[config.mk]
export PLATFORM = sky130hd
export DESIGN_NAME = bus_seq
export DESIGN_NICKNAME = d
export VERILOG_FILES = /design/src/rtl/bseq_pkg.sv /design/src/rtl/bseq_ratio_dec.sv /design/src/rtl/bseq_phase.sv /design/src/rtl/bseq_engine.sv /design/src/rtl/bus_seq.sv
export SDC_FILE = /design/constraint.sdc
export NUM_CORES = 1
export LEC_CHECK = 0
export ABC_CLOCK_PERIOD_IN_PS = 3040
export BUFFER_PORTS_ARGS = -buffer_cell sky130_fd_sc_hd__buf_2
export CAP_MARGIN = 20
export CORE_UTILIZATION = 35
export DETAILED_ROUTE_END_ITERATION = 16
export PLACE_DENSITY = 0.71
export SYNTH_ARGS = -nofsm -noshare
export SYNTH_HDL_FRONTEND = slang
export SYNTH_SLANG_ARGS = --single-unit
export TNS_END_PERCENT = 20
[constraint.sdc]
create_clock -name clk -period 3.04 [get_ports clk]
set_clock_uncertainty 0.05 [all_clocks]
set_input_delay 0.76 -clock clk [delete_from_list [all_inputs] [get_ports clk]]
set_output_delay 0.76 -clock clk [all_outputs]
set_load 0.03 [all_outputs]
[src/rtl/bseq_pkg.sv]
`timescale 1ns/1ps
package bseq_pkg;
  typedef enum logic [1:0] {
    RT_X1  = 2'b00,
    RT_X2  = 2'b01,
    RT_X4  = 2'b10,
    RT_BAD = 2'b11
  } ratio_e;

  localparam int EXT_RD_OVH = 3;
  localparam int EXT_WR_OVH = 2;
  localparam int IO_RD_CYC  = 7;
  localparam int IO_WR_CYC  = 6;
  localparam int IO_SHIFT   = 2;  // peripheral clock is a quarter of the CPU clock
endpackage

[src/rtl/bseq_ratio_dec.sv]
`timescale 1ns/1ps
module bseq_ratio_dec
  import bseq_pkg::*;
#(
  parameter int SHW = 2
) (
  input  logic           clk,
  input  logic           rst,
  input  logic           upd,
  input  logic           mode_hi,
  input  logic [1:0]     ratio,
  output logic [SHW-1:0] sys_sh,
  output logic [SHW-1:0] io_sh,
  output logic           restart,
  output logic           ratio_err
);
  logic           illegal;
  logic [SHW-1:0] nxt_sys;
  logic [SHW-1:0] nxt_io;

  always_comb begin
    illegal = mode_hi && (ratio == RT_BAD);
    nxt_sys = '0;
    nxt_io  = '0;
    if (mode_hi) begin
      nxt_io = SHW'(IO_SHIFT);
      case (ratio)
        RT_X4:   nxt_sys = SHW'(2);
        RT_X2:   nxt_sys = SHW'(1);
        default: nxt_sys = '0;
      endcase
    end
  end

  assign restart = upd && !illegal && ((nxt_sys != sys_sh) || (nxt_io != io_sh));

  always_ff @(posedge clk) begin
    if (rst) begin
      sys_sh    <= '0;
      io_sh     <= '0;
      ratio_err <= 1'b0;
    end else if (upd) begin
      ratio_err <= illegal;
      if (!illegal) begin
        sys_sh <= nxt_sys;
        io_sh  <= nxt_io;
      end
    end
  end
endmodule

[src/rtl/bseq_phase.sv]
`timescale 1ns/1ps
module bseq_phase #(
  parameter int PW  = 2,
  parameter int SHW = 2
) (
  input  logic           clk,
  input  logic           rst,
  input  logic           restart,
  input  logic [SHW-1:0] sh,
  output logic           ce,
  output logic [PW-1:0]  wait_cnt
);
  logic [PW-1:0] ph;
  logic [PW-1:0] mask;

  assign mask     = ~({PW{1'b1}} << sh);
  assign ce       = (ph == '0);
  assign wait_cnt = (~ph + 1'b1) & mask;

  always_ff @(posedge clk) begin
    if (rst || restart) ph <= '0;
    else                ph <= (ph + 1'b1) & mask;
  end
endmodule

[src/rtl/bseq_engine.sv]
`timescale 1ns/1ps
module bseq_engine
  import bseq_pkg::*;
#(
  parameter int AW  = 16,
  parameter int DW  = 32,
  parameter int BCW = 4,
  parameter int PW  = 2
) (
  input  logic           clk,
  input  logic           rst,
  input  logic           req,
  input  logic           wr,
  input  logic           ext_sel,
  input  logic           ext_sync,
  input  logic           sb_en,
  input  logic [BCW-1:0] bus_cycles,
  input  logic [AW-1:0]  addr,
  input  logic [DW-1:0]  wdata,
  input  logic [PW-1:0]  sys_wait,
  input  logic [PW-1:0]  io_wait,
  output logic           busy,
  output logic           done,
  output logic           drain_done,
  output logic           bus_we,
  output logic           bus_ext,
  output logic [AW-1:0]  bus_addr,
  output logic [DW-1:0]  bus_wdata
);
  localparam int LW = BCW + PW + 2;

  logic [LW-1:0] lat;
  logic [LW-1:0] left;
  logic          posted;
  logic          accept;
  logic [LW-1:0] align;
  logic [LW-1:0] ovh;

  assign accept = !busy && req && !done;

  always_comb begin
    if (ext_sel) begin
      align = ext_sync ? LW'(sys_wait) : '0;
      ovh   = wr ? LW'(EXT_WR_OVH) : LW'(EXT_RD_OVH);
      lat   = align + ovh + LW'(bus_cycles);
    end else begin
      align = LW'(io_wait);
      ovh   = wr ? LW'(IO_WR_CYC) : LW'(IO_RD_CYC);
      lat   = align + ovh;
    end
  end

  always_ff @(posedge clk) begin
    if (rst) begin
      busy       <= 1'b0;
      left       <= '0;
      posted     <= 1'b0;
      done       <= 1'b0;
      drain_done <= 1'b0;
      bus_we     <= 1'b0;
      bus_ext    <= 1'b0;
      bus_addr   <= '0;
      bus_wdata  <= '0;
    end else begin
      done       <= 1'b0;
      drain_done <= 1'b0;
      if (accept) begin
        busy      <= 1'b1;
        left      <= lat - 1'b1;
        posted    <= wr && sb_en;
        done      <= wr && sb_en;
        bus_we    <= wr;
        bus_ext   <= ext_sel;
        bus_addr  <= addr;
        bus_wdata <= wdata;
      end else if (busy) begin
        if (left == LW'(1)) begin
          busy <= 1'b0;
          if (posted) drain_done <= 1'b1;
          else        done       <= 1'b1;
        end else begin
          left <= left - 1'b1;
        end
      end
    end
  end
endmodule

[src/rtl/bus_seq.sv]
`timescale 1ns/1ps
module bus_seq #(
  parameter int AW  = 16,
  parameter int DW  = 32,
  parameter int BCW = 4,
  parameter int PW  = 2
) (
  input  logic           clk,
  input  logic           rst,
  input  logic           mode_hi,
  input  logic [1:0]     ratio,
  input  logic           ext_sync,
  input  logic           sb_en,
  input  logic [BCW-1:0] bus_cycles,
  input  logic           req,
  input  logic           wr,
  input  logic           ext_sel,
  input  logic [AW-1:0]  addr,
  input  logic [DW-1:0]  wdata,
  output logic           done,
  output logic           ratio_err,
  output logic           sys_ce,
  output logic           io_ce,
  output logic           drain_done,
  output logic           bus_act,
  output logic           bus_we,
  output logic           bus_ext,
  output logic [AW-1:0]  bus_addr,
  output logic [DW-1:0]  bus_wdata
);
  localparam int SHW  = $clog2(PW + 1);
  localparam int NDOM = 2;  // 0: system clock, 1: peripheral clock

  logic           restart;
  logic           busy;
  logic [SHW-1:0] sh_arr   [NDOM];
  logic [PW-1:0]  wait_arr [NDOM];
  logic           ce_arr   [NDOM];

  bseq_ratio_dec #(.SHW(SHW)) u_dec (
    .clk       (clk),
    .rst       (rst),
    .upd       (!busy),
    .mode_hi   (mode_hi),
    .ratio     (ratio),
    .sys_sh    (sh_arr[0]),
    .io_sh     (sh_arr[1]),
    .restart   (restart),
    .ratio_err (ratio_err)
  );

  for (genvar g = 0; g < NDOM; g++) begin : g_dom
    bseq_phase #(.PW(PW), .SHW(SHW)) u_ph (
      .clk      (clk),
      .rst      (rst),
      .restart  (restart),
      .sh       (sh_arr[g]),
      .ce       (ce_arr[g]),
      .wait_cnt (wait_arr[g])
    );
  end

  assign sys_ce  = ce_arr[0];
  assign io_ce   = ce_arr[1];
  assign bus_act = busy;

  bseq_engine #(.AW(AW), .DW(DW), .BCW(BCW), .PW(PW)) u_eng (
    .clk        (clk),
    .rst        (rst),
    .req        (req),
    .wr         (wr),
    .ext_sel    (ext_sel),
    .ext_sync   (ext_sync),
    .sb_en      (sb_en),
    .bus_cycles (bus_cycles),
    .addr       (addr),
    .wdata      (wdata),
    .sys_wait   (wait_arr[0]),
    .io_wait    (wait_arr[1]),
    .busy       (busy),
    .done       (done),
    .drain_done (drain_done),
    .bus_we     (bus_we),
    .bus_ext    (bus_ext),
    .bus_addr   (bus_addr),
    .bus_wdata  (bus_wdata)
  );
endmodule

==> impl_metrics.yaml <==
run_status:
  outcome: "completed"
power:
  total_power_mw: 2.40
  ir_worst_vdd_mv: 0.296
  power_density_nw_per_um2: 602
  p_leak_nw: 1.82
hold_path:
  hold_start: "u_eng.bus_wdata[17]"
  hold_end: "u_eng.bus_wdata[17]"
  hold_depth: 2
  min_path_type: "flop to flop"
timing:
  rsz0062_at_grt: "no"
  maxSlewHeadroom_pct: 56.9
  finalSetupViolCount: 0
  period_share_pct: 92.3
  drv_slew: 0
  whs_ns: 0.402
  fmax_mhz: 357
  tightest_slew_ns: 0.646
  post-route-min-period_ns: 2.80
  final-hold-violation-count: 0
job:
  max_cap_violations: 0
place:
  place_inst: 590
  numPortBuffers: 117
  dpl.hpwl_um: 5410
  placed_area_um2: 3760
  gp_congestion: 0.839
synth:
  synth_top_cell_area_share_pct: 45.8
  synth_nets: 456
  synth_edf_count: 0
  synth_top_family_by_area: "simple AND/OR/NAND/NOR gates"
  avgSynthCellArea_um2: 8.01
  synthCells: 382
  synth_mux_area_share_pct: 0.655
  synth_area_leaders: "dfxtp_1, nand2_1, a21oi_1"
  ys_seq_area_share_pct: 45.8
  synth_cell_types: 47
  synthSimpleGateAreaFrac_pct: 23.2
  synth_seq_cells: 70
  synthXorXnorAreaFrac_pct: 0.859
  ys_async_sr_fraction_pct: 0
  synthFlopType: "dfxtp_1"
  yosys_warnings: 0
  synth_top_area_cell: "dfxtp_1"
  syn_area_um2: 3060
  synthAdderAreaFrac_pct: 5.40
  synth_compound_area_share_pct: 18.2
critical_path:
  r2r_setup_slack_ns: 0.24
  cp.arrival_ns: 2.96
  r2r-end: "u_eng.left[2]"
  start_kind: "flop"
  cp.required_ns: 3.19
  critPathLaunch: "g_dom[0].u_ph.ph[0]"
  reg2reg_depth: 13
  crit_type: "flop to flop"
  crit_path_max_fanout: 2
  critPathCaptureType: "flop"
  reg2reg_from: "g_dom[0].u_ph.ph[0]"
floorplanning:
  fp.dieArea_um2: 9110
  fp-row-count: 33
  fp.dieH_um: 95.5
  die_x_um: 95.5
  core_area_um2: 8340
  ios: 118
  initial_core_util_pct: 36.7
global_route:
  grt_pass1_wl_um: 11800
  overflow: 0
  grt_max_degree: 37
  grt_pass1_vias: 2589
  track_usage_pct: 16.4
  antenna_found_initial: 0
route:
  via_count: 2964
  via_per_inst: 4.89
  wl_per_cell_um: 12.2
  drtAntennaViolNets: 0
  drt_iter0_markers: 143
  firstDrtPassIters: 4
  drc: 0
  wirelength_um: 7420
cells_and_area:
  finalInstanceArea_um2: 3980
  final_cell_count_no_fill: 606
  fin_util_pct: 47.7
  final_layout_size_suffix_gt1_share_pct: 29.9
  final_common_cell: "buf_2"
  finish.net_count: 570
  diodes: 0
  layout_common_cells: "buf_2, nand2_1, dfxtp_1, a21oi_1, inv_1"
  fill_cells: 856
  synthToLayoutAreaGrowth_pct: 30.2
cts:
  clock-root-buffer: "clkbuf_8"
  clock_latency_ns: 0.33
  clkSinkCount: 70
  clk_pin_slew_worst_paths_ns: 0.08
  cts_made_buffers: 9
  clockBufferDepth: 2
  cts_tree: "built"
  cts_setup_buffers: 0
  htreeDepth: 3
-- what timing repair did --
action,4_1_cts,5_1_grt
hold endpoints to repair,0,0
hold buffers,0,0
gates resized for setup,0,3
setup endpoints to repair,0,1
-- cells in the mapped netlist, types with 2 or more instances --
cell type  number
inv_1          22
nor3_1          4
nor4_1          3
o211ai_1        3
nand4_1         2
dfxtp_1        70
fa_1            2
a21oi_1        62
o311ai_0        2
nand3_1         4
clkbuf_1       19
xnor2_1         3
o21ai_0         4
nand3b_1        2
buf_2           4
and3_1          3
mux2i_1         2
nor2b_1         6
nand2_1       105
and2_1          2
nor2_1         14
a31oi_1         5
ha_1           10
a2111oi_0       2
o32ai_2         2
or3_1           4
-- metrics by stage --
step                      TNS [ns]  setup WS, ns
after floorplan                  0         0.205
after global placement     -0.0134       -0.0134
after detailed placement    -0.146       -0.0813
after CTS                        0         0.176
after global routing             0        0.0155
final                            0         0.235
-- layout make-up --
type | instances | area, um2 | area share (%)
clock buffers | 10 | 128 | 3.21
inverters | 22 | 82.6 | 2.07
repair buffers | 127 | 661 | 16.6
clock inverters | 6 | 86.3 | 2.17
well taps | 105 | 131 | 3.30
flip-flops and latches | 70 | 1400 | 35.2
multi-input cells | 266 | 1490 | 37.5
-- power breakdown --
group | switching, mW | internal (mW) | total [mW]
combinational | 0.340 | 0.199 | 0.538
sequential | 0.0574 | 0.989 | 1.05
clock | 0.352 | 0.461 | 0.813
total | 0.749 | 1.65 | 2.40
-- worst max-delay path, cell delays in order, from the launching register on --
cell and delay, ns:
dfxtp_1 0.34, inv_1 0.06, ha_1 0.29, nand3_1 0.08
ha_1 0.28, inv_1 0.06, ha_1 0.16, inv_1 0.06
fa_1 0.51, buf_4 0.12, nor2b_1 0.04, or3_1 0.34
a31oi_1 0.20, o32ai_2 0.10
-- sequential cells by signal (all words and copies together), names as in the netlist --
signal / flops
u_eng.posted: 1
g_dom.u_ph.ph: 4
u_eng.bus_wdata: 32
u_eng.bus_we: 1
u_eng.done: 1
u_eng.bus_addr: 16
u_dec.ratio_err: 1
u_eng.left: 8
u_eng.busy: 1
u_dec.sys_sh: 2
u_eng.drain_done: 1
u_eng.bus_ext: 1
u_dec.io_sh: 1
-- layer usage --
metal | GRT usage [%] | wire length [um] | vias up
met1 | 20.6 | 3300 | 1340
met5 | 0 | 0 | -
met2 | 26.9 | 3530 | 98
met3 | 4.07 | 489 | 11
met4 | 6.47 | 99 | 0
li1 | - | - | 1515
-- how the worst max path moves through the flow --
| stage | slack, ns | endpoint | cells after the start |
|---|---|---|---|
| final | 0.24 | u_eng.left[2] | 13 |
| after global routing | 0.02 | u_eng.left[4] | 13 |
| after CTS | 0.18 | u_eng.left[4] | 13 |
| after detailed placement | -0.08 | u_eng.left[4] | 12 |
| after global placement | -0.01 | u_eng.left[2] | 12 |
| after floorplan | 0.21 | u_eng.left[4] | 10 |
-- cell families (layout without fill, tap and decap cells) --
| family | after synthesis | after routing |
|---|---|---|
| fa+ha+maj | 12 | 12 |
| xor+xnor | 3 | 3 |
| flops | 70 | 70 |
| simple gates | 158 | 158 |
| buf+inv | 46 | 165 |
| compound gates | 91 | 91 |
| mux | 2 | 2 |
Power figures use the tool's default switching activity.
